### src/rtl/lmt_pkg.sv
package lmt_pkg;
  // word indices of the register map
  localparam int IDX_LIMIT      = 0;
  localparam int IDX_COUNT      = 1;
  localparam int IDX_LIMIT_KEEP = 2;
endpackage

### src/rtl/lmt_decode.sv
module lmt_decode #(
  parameter int ADDR_W = 5
) (
  input  logic              wr_en,
  input  logic              rd_en,
  input  logic [ADDR_W-1:0] addr,
  output logic              wr_lim,
  output logic              wr_keep,
  output logic              rd_ack,
  output logic              sel_lim,
  output logic              sel_cnt
);
  import lmt_pkg::*;
  localparam int IDX_W = ADDR_W - 2;

  logic [IDX_W-1:0] idx;
  logic             unused_lsb;

  assign idx        = addr[ADDR_W-1:2];
  assign unused_lsb = ^addr[1:0];

  always_comb begin
    sel_lim = (idx == IDX_W'(IDX_LIMIT));
    sel_cnt = (idx == IDX_W'(IDX_COUNT));
    wr_lim  = wr_en && sel_lim;
    wr_keep = wr_en && (idx == IDX_W'(IDX_LIMIT_KEEP));
    rd_ack  = rd_en && sel_lim;
  end
endmodule

### src/rtl/lmt_count.sv
module lmt_count #(
  parameter int CNT_W = 22
) (
  input  logic             clk,
  input  logic             rst_n,
  input  logic             tick,
  input  logic             restart,
  input  logic             lim_load,
  input  logic [CNT_W-1:0] lim_in,
  output logic [CNT_W-1:0] cnt_q,
  output logic [CNT_W-1:0] lim_q,
  output logic             match
);
  logic [CNT_W-1:0] cnt_next;
  logic             step;

  assign step     = tick && !restart;
  assign cnt_next = cnt_q + CNT_W'(1);
  // a zero limit never compares equal: free-run wraps through all ones
  assign match    = step && (lim_q != '0) && (cnt_next == lim_q);

  always_ff @(posedge clk or negedge rst_n) begin
    if (!rst_n) begin
      cnt_q <= '0;
    end else if (restart) begin
      cnt_q <= '0;
    end else if (step) begin
      cnt_q <= match ? '0 : cnt_next;
    end
  end

  always_ff @(posedge clk or negedge rst_n) begin
    if (!rst_n)        lim_q <= '0;
    else if (lim_load) lim_q <= lim_in;
  end
endmodule

### src/rtl/lmt_flags.sv
module lmt_flags (
  input  logic clk,
  input  logic rst_n,
  input  logic hit,
  input  logic ack_rd,
  input  logic ack_wr,
  output logic reached,
  output logic irq
);
  always_ff @(posedge clk or negedge rst_n) begin
    if (!rst_n) begin
      reached <= 1'b0;
      irq     <= 1'b0;
    end else begin
      if (hit)         reached <= 1'b1;
      else if (ack_rd) reached <= 1'b0;
      if (hit)                   irq <= 1'b1;
      else if (ack_rd || ack_wr) irq <= 1'b0;
    end
  end
endmodule

### src/rtl/limit_timer.sv
module limit_timer #(
  parameter int DATA_W = 32,
  parameter int FRAC_W = 9,
  parameter int ADDR_W = 5
) (
  input  logic              clk,
  input  logic              rst_n,
  input  logic              tick,
  input  logic              reg_wr_en,
  input  logic              reg_rd_en,
  input  logic [ADDR_W-1:0] reg_addr,
  input  logic [DATA_W-1:0] reg_wdata,
  output logic [DATA_W-1:0] reg_rdata,
  output logic              irq
);
  localparam int CNT_W = DATA_W - 1 - FRAC_W;

  logic             wr_lim, wr_keep, rd_ack, sel_lim, sel_cnt;
  logic [CNT_W-1:0] cnt_q, lim_q;
  logic             match, reached;
  logic             unused_wd;

  assign unused_wd = ^{reg_wdata[DATA_W-1], reg_wdata[FRAC_W-1:0]};

  lmt_decode #(.ADDR_W(ADDR_W)) u_dec (
    .wr_en   (reg_wr_en),
    .rd_en   (reg_rd_en),
    .addr    (reg_addr),
    .wr_lim  (wr_lim),
    .wr_keep (wr_keep),
    .rd_ack  (rd_ack),
    .sel_lim (sel_lim),
    .sel_cnt (sel_cnt)
  );

  lmt_count #(.CNT_W(CNT_W)) u_cnt (
    .clk      (clk),
    .rst_n    (rst_n),
    .tick     (tick),
    .restart  (wr_lim),
    .lim_load (wr_lim || wr_keep),
    .lim_in   (reg_wdata[DATA_W-2:FRAC_W]),
    .cnt_q    (cnt_q),
    .lim_q    (lim_q),
    .match    (match)
  );

  lmt_flags u_flg (
    .clk     (clk),
    .rst_n   (rst_n),
    .hit     (match),
    .ack_rd  (rd_ack),
    .ack_wr  (wr_lim),
    .reached (reached),
    .irq     (irq)
  );

  always_comb begin
    reg_rdata = '0;
    if (sel_lim)      reg_rdata = {1'b0, lim_q, {FRAC_W{1'b0}}};
    else if (sel_cnt) reg_rdata = {reached, cnt_q, {FRAC_W{1'b0}}};
  end
endmodule

### config.mk
export PLATFORM = sky130hd
export DESIGN_NAME = limit_timer
export DESIGN_NICKNAME = d
export VERILOG_FILES = /design/src/rtl/lmt_pkg.sv /design/src/rtl/lmt_decode.sv /design/src/rtl/lmt_count.sv /design/src/rtl/lmt_flags.sv /design/src/rtl/limit_timer.sv
export SDC_FILE = /design/constraint.sdc
export NUM_CORES = 1
export LEC_CHECK = 0
export BUFFER_PORTS_ARGS = -buffer_cell sky130_fd_sc_hd__buf_2
export CAP_MARGIN = 30
export CELL_PAD_IN_SITES_DETAIL_PLACEMENT = 0
export CELL_PAD_IN_SITES_GLOBAL_PLACEMENT = 1
export CORE_ASPECT_RATIO = 1.75
export CORE_UTILIZATION = 37
export DETAILED_ROUTE_END_ITERATION = 8
export PLACE_DENSITY_LB_ADDON = 0.25
export SLEW_MARGIN = 40
export SYNTH_ARGS = -nofsm -noshare
export SYNTH_HDL_FRONTEND = slang
export SYNTH_SLANG_ARGS = --single-unit
export TNS_END_PERCENT = 20
### constraint.sdc
create_clock -name clk -period 2.8 [get_ports clk]
set_clock_uncertainty 0.15 [all_clocks]
set_input_delay 0.56 -clock clk [delete_from_list [all_inputs] [get_ports clk]]
set_output_delay 0.56 -clock clk [all_outputs]
set_load 0.01 [all_outputs]
## Word level (Yosys, flattened, before mapping)

Index checks and enable logic that the tools add are counted.

- Input port bits: 42
- Register bits after elaboration: 46
- Logic and storage cells: 31
- Output and inout port bits: 33

- Eq/ne operators: 3
- Muxes and demuxes: 9
- Reduce and logical (&&, ||, !) cells: 14
- Add/sub/neg operators: 1

Operator list:

| kind | number |
|---|---|
| 22-bit two-way mux | 3 |
| 32-bit two-way mux | 2 |
| 22-bit by 1-bit adder with 22-bit output (second input constant) | 1 |
| 22-bit equality test | 1 |
| 22-bit nonzero test | 1 |
| 1-bit logical AND | 6 |
| 2-bit nonzero test | 3 |
| 1-bit two-way mux | 4 |
| 3-bit by 1-bit equality test with 1-bit output (second input constant) | 1 |
| 3-bit by 2-bit equality test with 1-bit output (second input constant) | 1 |
| 3-bit logical NOT | 1 |
| 1-bit logical OR | 2 |
| 1-bit logical NOT | 1 |

## Longest topological paths before layout

- Word-level depth: 9
- Mapped depth: 12
- Mapped depth without buffers: 9

## Modules after synthesis

Synthesis repeated with hierarchy kept, for this count alone.

- Cells, all modules: 372
- Area, all modules: 3399.5 um^2

By module, submodules not included:

| module | times used | cells each | area an instance (um^2) | sequential area each (um^2) |
|---|---|---|---|---|
| lmt_count | 1 | 317 | 2942.8 | 1101.1 |
| limit_timer | 1 | 44 | 341.6 | 0.0 |
| lmt_flags | 1 | 6 | 72.6 | 50.0 |
| lmt_decode | 1 | 5 | 42.5 | 0.0 |

## Worst setup path before layout

Ideal clock, no wire load.

- Path kind: register to register
- From: reg u_cnt.cnt_q[1]
- To: reg u_cnt.cnt_q[1]
- Clock period less this slack: 3.048 ns
- Arrival: 2.777 ns
- Library setup time: 0.121 ns
- Stages on the path, launching flop included: 13
- Path buffers: 3
- Data required time: 2.529 ns
- Path slack: -0.248 ns
- Path through: dfrtp_1 > ha_1 > nand3_1 > or3_1 > buf_2 > or2_4 > xnor2_2 > nand4_1 > or4_1 > buf_6 > and2_4 > buf_6 > a22o_1

- Word-level cells in the longest chain between the ends: 6

Ends and longest elaborated chain:

| what | line | text |
|---|---|---|
| start, declared | lmt_count.sv:10 | `output logic [CNT_W-1:0] cnt_q,` |
| start signal, assigned | lmt_count.sv:28 | `cnt_q <= match ? '0 : cnt_next;` |
| 22-bit by 1-bit adder with 22-bit output * | lmt_count.sv:18 | `assign cnt_next = cnt_q + CNT_W'(1);` |
| 22-bit equality test | lmt_count.sv:20 | `assign match = step && (lim_q != '0) && (cnt_next == lim_q);` |
| 1-bit logical AND | lmt_count.sv:20 |  |
| 22-bit two-way mux * | lmt_count.sv:28 |  |
| 22-bit two-way mux * | lmt_count.sv:27 | `end else if (step) begin` |
| 22-bit two-way mux * | lmt_count.sv:25 | `end else if (restart) begin` |

Every way passes the cells marked *; elsewhere a longest branch is shown, timed or not. The select of a mux whose other input is x is not followed.
A chain may end at the register's enable or synchronous reset.

## Worst setup path in the final report

- From: reg u_cnt.cnt_q[2]
- To: reg u_cnt.cnt_q[6]

Same word-level chain as after synthesis.

==> flow_metrics.tcl <==
set metrics [dict create \
    grt_usage_pct 24.3 \
    yosys-top-cells-area "dfrtp_1, mux2_2, a22o_1" \
    r2r-start "u_cnt.cnt_q[2]" \
    num_rows 44 \
    drive_gt1_share_pct 45.5 \
    yosys.area.top_type "dfrtp_1" \
    clk_pin_slew_ns 0.06 \
    required_ns 2.83 \
    setup_ws_ns -0.183 \
    cts_buffer_depth 2 \
    vias 3104 \
    fmax_ghz 0.335 \
    cts_hold_buf 0 \
    grt_pass1_vias 3060 \
    cts_max_level 2 \
    crit_arrival_ns 3.01 \
    wl_um 10400 \
    die_w_um 71.8 \
    vias_per_cell 5.63 \
    hold_class "in2async" \
    start_util_pct 38.2 \
    drv_cap 0 \
    syn_area_per_cell_um2 9.30 \
    ir_worst_vdd_uv 436 \
    io_pins 75 \
    multi_input_area_um2 1980 \
    critPathLaunchType "flop" \
    nets 501 \
    utilization_pct 53.7 \
    synth_top_area_share_pct 36.5 \
    violations "negative setup slack" \
    leakage_uw 0.00202 \
    grt_max_degree 47 \
    ys_warn_count 0 \
    p_total_uw 2200 \
    dp_hpwl_um 7590 \
    avgRoutedWirePerCell_um 18.8 \
    setup_violations 22 \
    power_density_nw_per_um2 495 \
    clock_sinks 46 \
    status "finished, violations left" \
    n_antenna_cell 0 \
    async_reset_ff_share_pct 100 \
    ys_seq_area_share_pct 36.5 \
    max_slew_margin_pct 57.1 \
    register_area_um2 1150 \
    post-route-period-util_pct 107 \
    hold_violations 0 \
    ys_seq_elements 46 \
    route.detailed.drc 0 \
    gp_congestion 0.916 \
    dr.first_iter.drc_count 139 \
    endpoint_kind "flop" \
    critical_path.max_fanout 6 \
    synth_edf_count 0 \
    antenna_found_initial 0 \
    finalCriticalPeriod_ns 2.98 \
    syn_inst 339 \
    rsz0062_at_grt "true" \
    clk_latency_ns 0.29 \
    grt_pass1_wl_um 16000 \
    fillCellCount 788 \
    dieArea_um2 8910 \
    drv_slew 0 \
    die_height_um 124 \
    firstDrtPassIters 5 \
    grt_overflow 0 \
    io_buffer_count 53 \
    rrSetupSlack_ns -0.18 \
    synth_cell_type_count 48 \
    tightestPinTransition_ns 0.644 \
    antenna_left 0 \
    tritoncts "done" \
    cts_root_buffer "clkbuf_16" \
    synthesis.area_um2 3150 \
    startpoint "u_cnt.cnt_q[2]" \
    coreArea_um2 8260 \
    ys.flop_type "dfrtp_1" \
    pre_cts_ws_ns -0.364 \
    path_class "reg2reg" \
    synthToLayoutAreaGrowth_pct 40.7 \
    numCtsBuffers 5 \
]
critical path: stages (launching register included):
cell and delay (ns):
dfrtp_1 0.37, buf_4 0.11, buf_4 0.13, and4_4 0.28, nand4_4 0.11, or3_4 0.36, xnor2_2 0.13, nand4_1 0.11
or4_4 0.55, buf_6 0.16, a31o_2 0.24, a22o_1 0.17
what timing repair did:
item | CTS | global route
resized for setup | 36 | 7
pin swaps | 36 | 9
setup endpoints to repair | 24 | 24
setup buffers | 3 | 2
metrics by stage:
stage / TNS, ns / std cells / hold WS, ns / area, um^2
after floorplan: -1.07 / 347 / 0.114 / 3240
after global placement: -7.44 / 538 / 0.310 / 4050
after detailed placement: -7.28 / 538 / 0.313 / 4050
after CTS: -3.82 / 549 / 0.253 / 4370
after global routing: -4.92 / 551 / 0.289 / 4440
final: -2.71 / 551 / 0.212 / 4440
sequential cells by signal, summed over array words and instances (netlist names):
register / cells
u_flg.reached: 1
u_cnt.cnt_q: 22
u_cnt.lim_q: 22
u_flg.irq: 1
report_power, final:
| part | switching [uW] | total (uW) | internal [uW] |
|---|---|---|---|
| clock | 264 | 686 | 422 |
| sequential | 85.5 | 831 | 746 |
| combinational | 327 | 678 | 351 |
| total | 676 | 2200 | 1520 |
layer usage:
metal | share of wire (%) | global-route usage, %
met5 | 0 | 0
met1 | 35 | 25.6
met3 | 4.8 | 3.48
met4 | 4.2 | 13.4
met2 | 56 | 45.5
placed cells by master, fill, tap and decap left out, drive strengths merged, types with 3 or more instances in the layout:
cell type,n
buf,144
dfrtp,46
a22o,26
nand2,26
mux2,22
xnor2,20
nand4,19
nor2,17
nand3,14
a31oi,11
nor4,10
xor2,9
conb,9
o21ai,8
inv,7
o311ai,6
and3,6
clkbuf,6
nand2b,5
and2,4
a31o,4
o22ai,4
and4,3
a32oi,3
nor3,3
a21oi,3
a22oi,3
Yosys cell counts, drive strengths merged, types with 9 or more instances:
library cell  instances
xnor2                20
a22o                 26
clkbuf               17
mux2                 22
nand3                14
nand4                19
nand2                26
nor4                 10
buf                  23
xor2                  9
nor2                 17
dfrtp                46
a31oi                11
worst paths after layout:
kind	cells past startpoint	to
min in group clk	2	u_flg.reached
min reg2reg	2	u_flg.reached
max reg2reg	11	u_cnt.cnt_q[6]
max	11	u_cnt.cnt_q[6]
max in group asynchronous	2	u_cnt.cnt_q[1]
min	2	u_cnt.lim_q[19]
cell families (layout without fill, tap and decap cells):
family	after synthesis	after routing	share of synthesized area (%)
compound gates	73	73	17.6
flops	46	46	36.5
simple gates	118	118	20.6
buf+inv	47	159	8.01
mux	24	24	8.49
xor+xnor	29	29	8.29
other cells	1	9	0.119
fa+ha+maj	1	1	0.397
layout make-up:
| type | count | area share [%] |
|---|---|---|
| clock buffer | 6 | 2.90 |
| sequential | 46 | 26.0 |
| timing repair buffer | 144 | 22.4 |
| inverter | 7 | 0.592 |
| tap | 92 | 2.59 |
| multi-input combinational | 254 | 44.7 |
| clock inverter | 2 | 0.846 |
No activity file was read; power rests on OpenSTA's default activity.
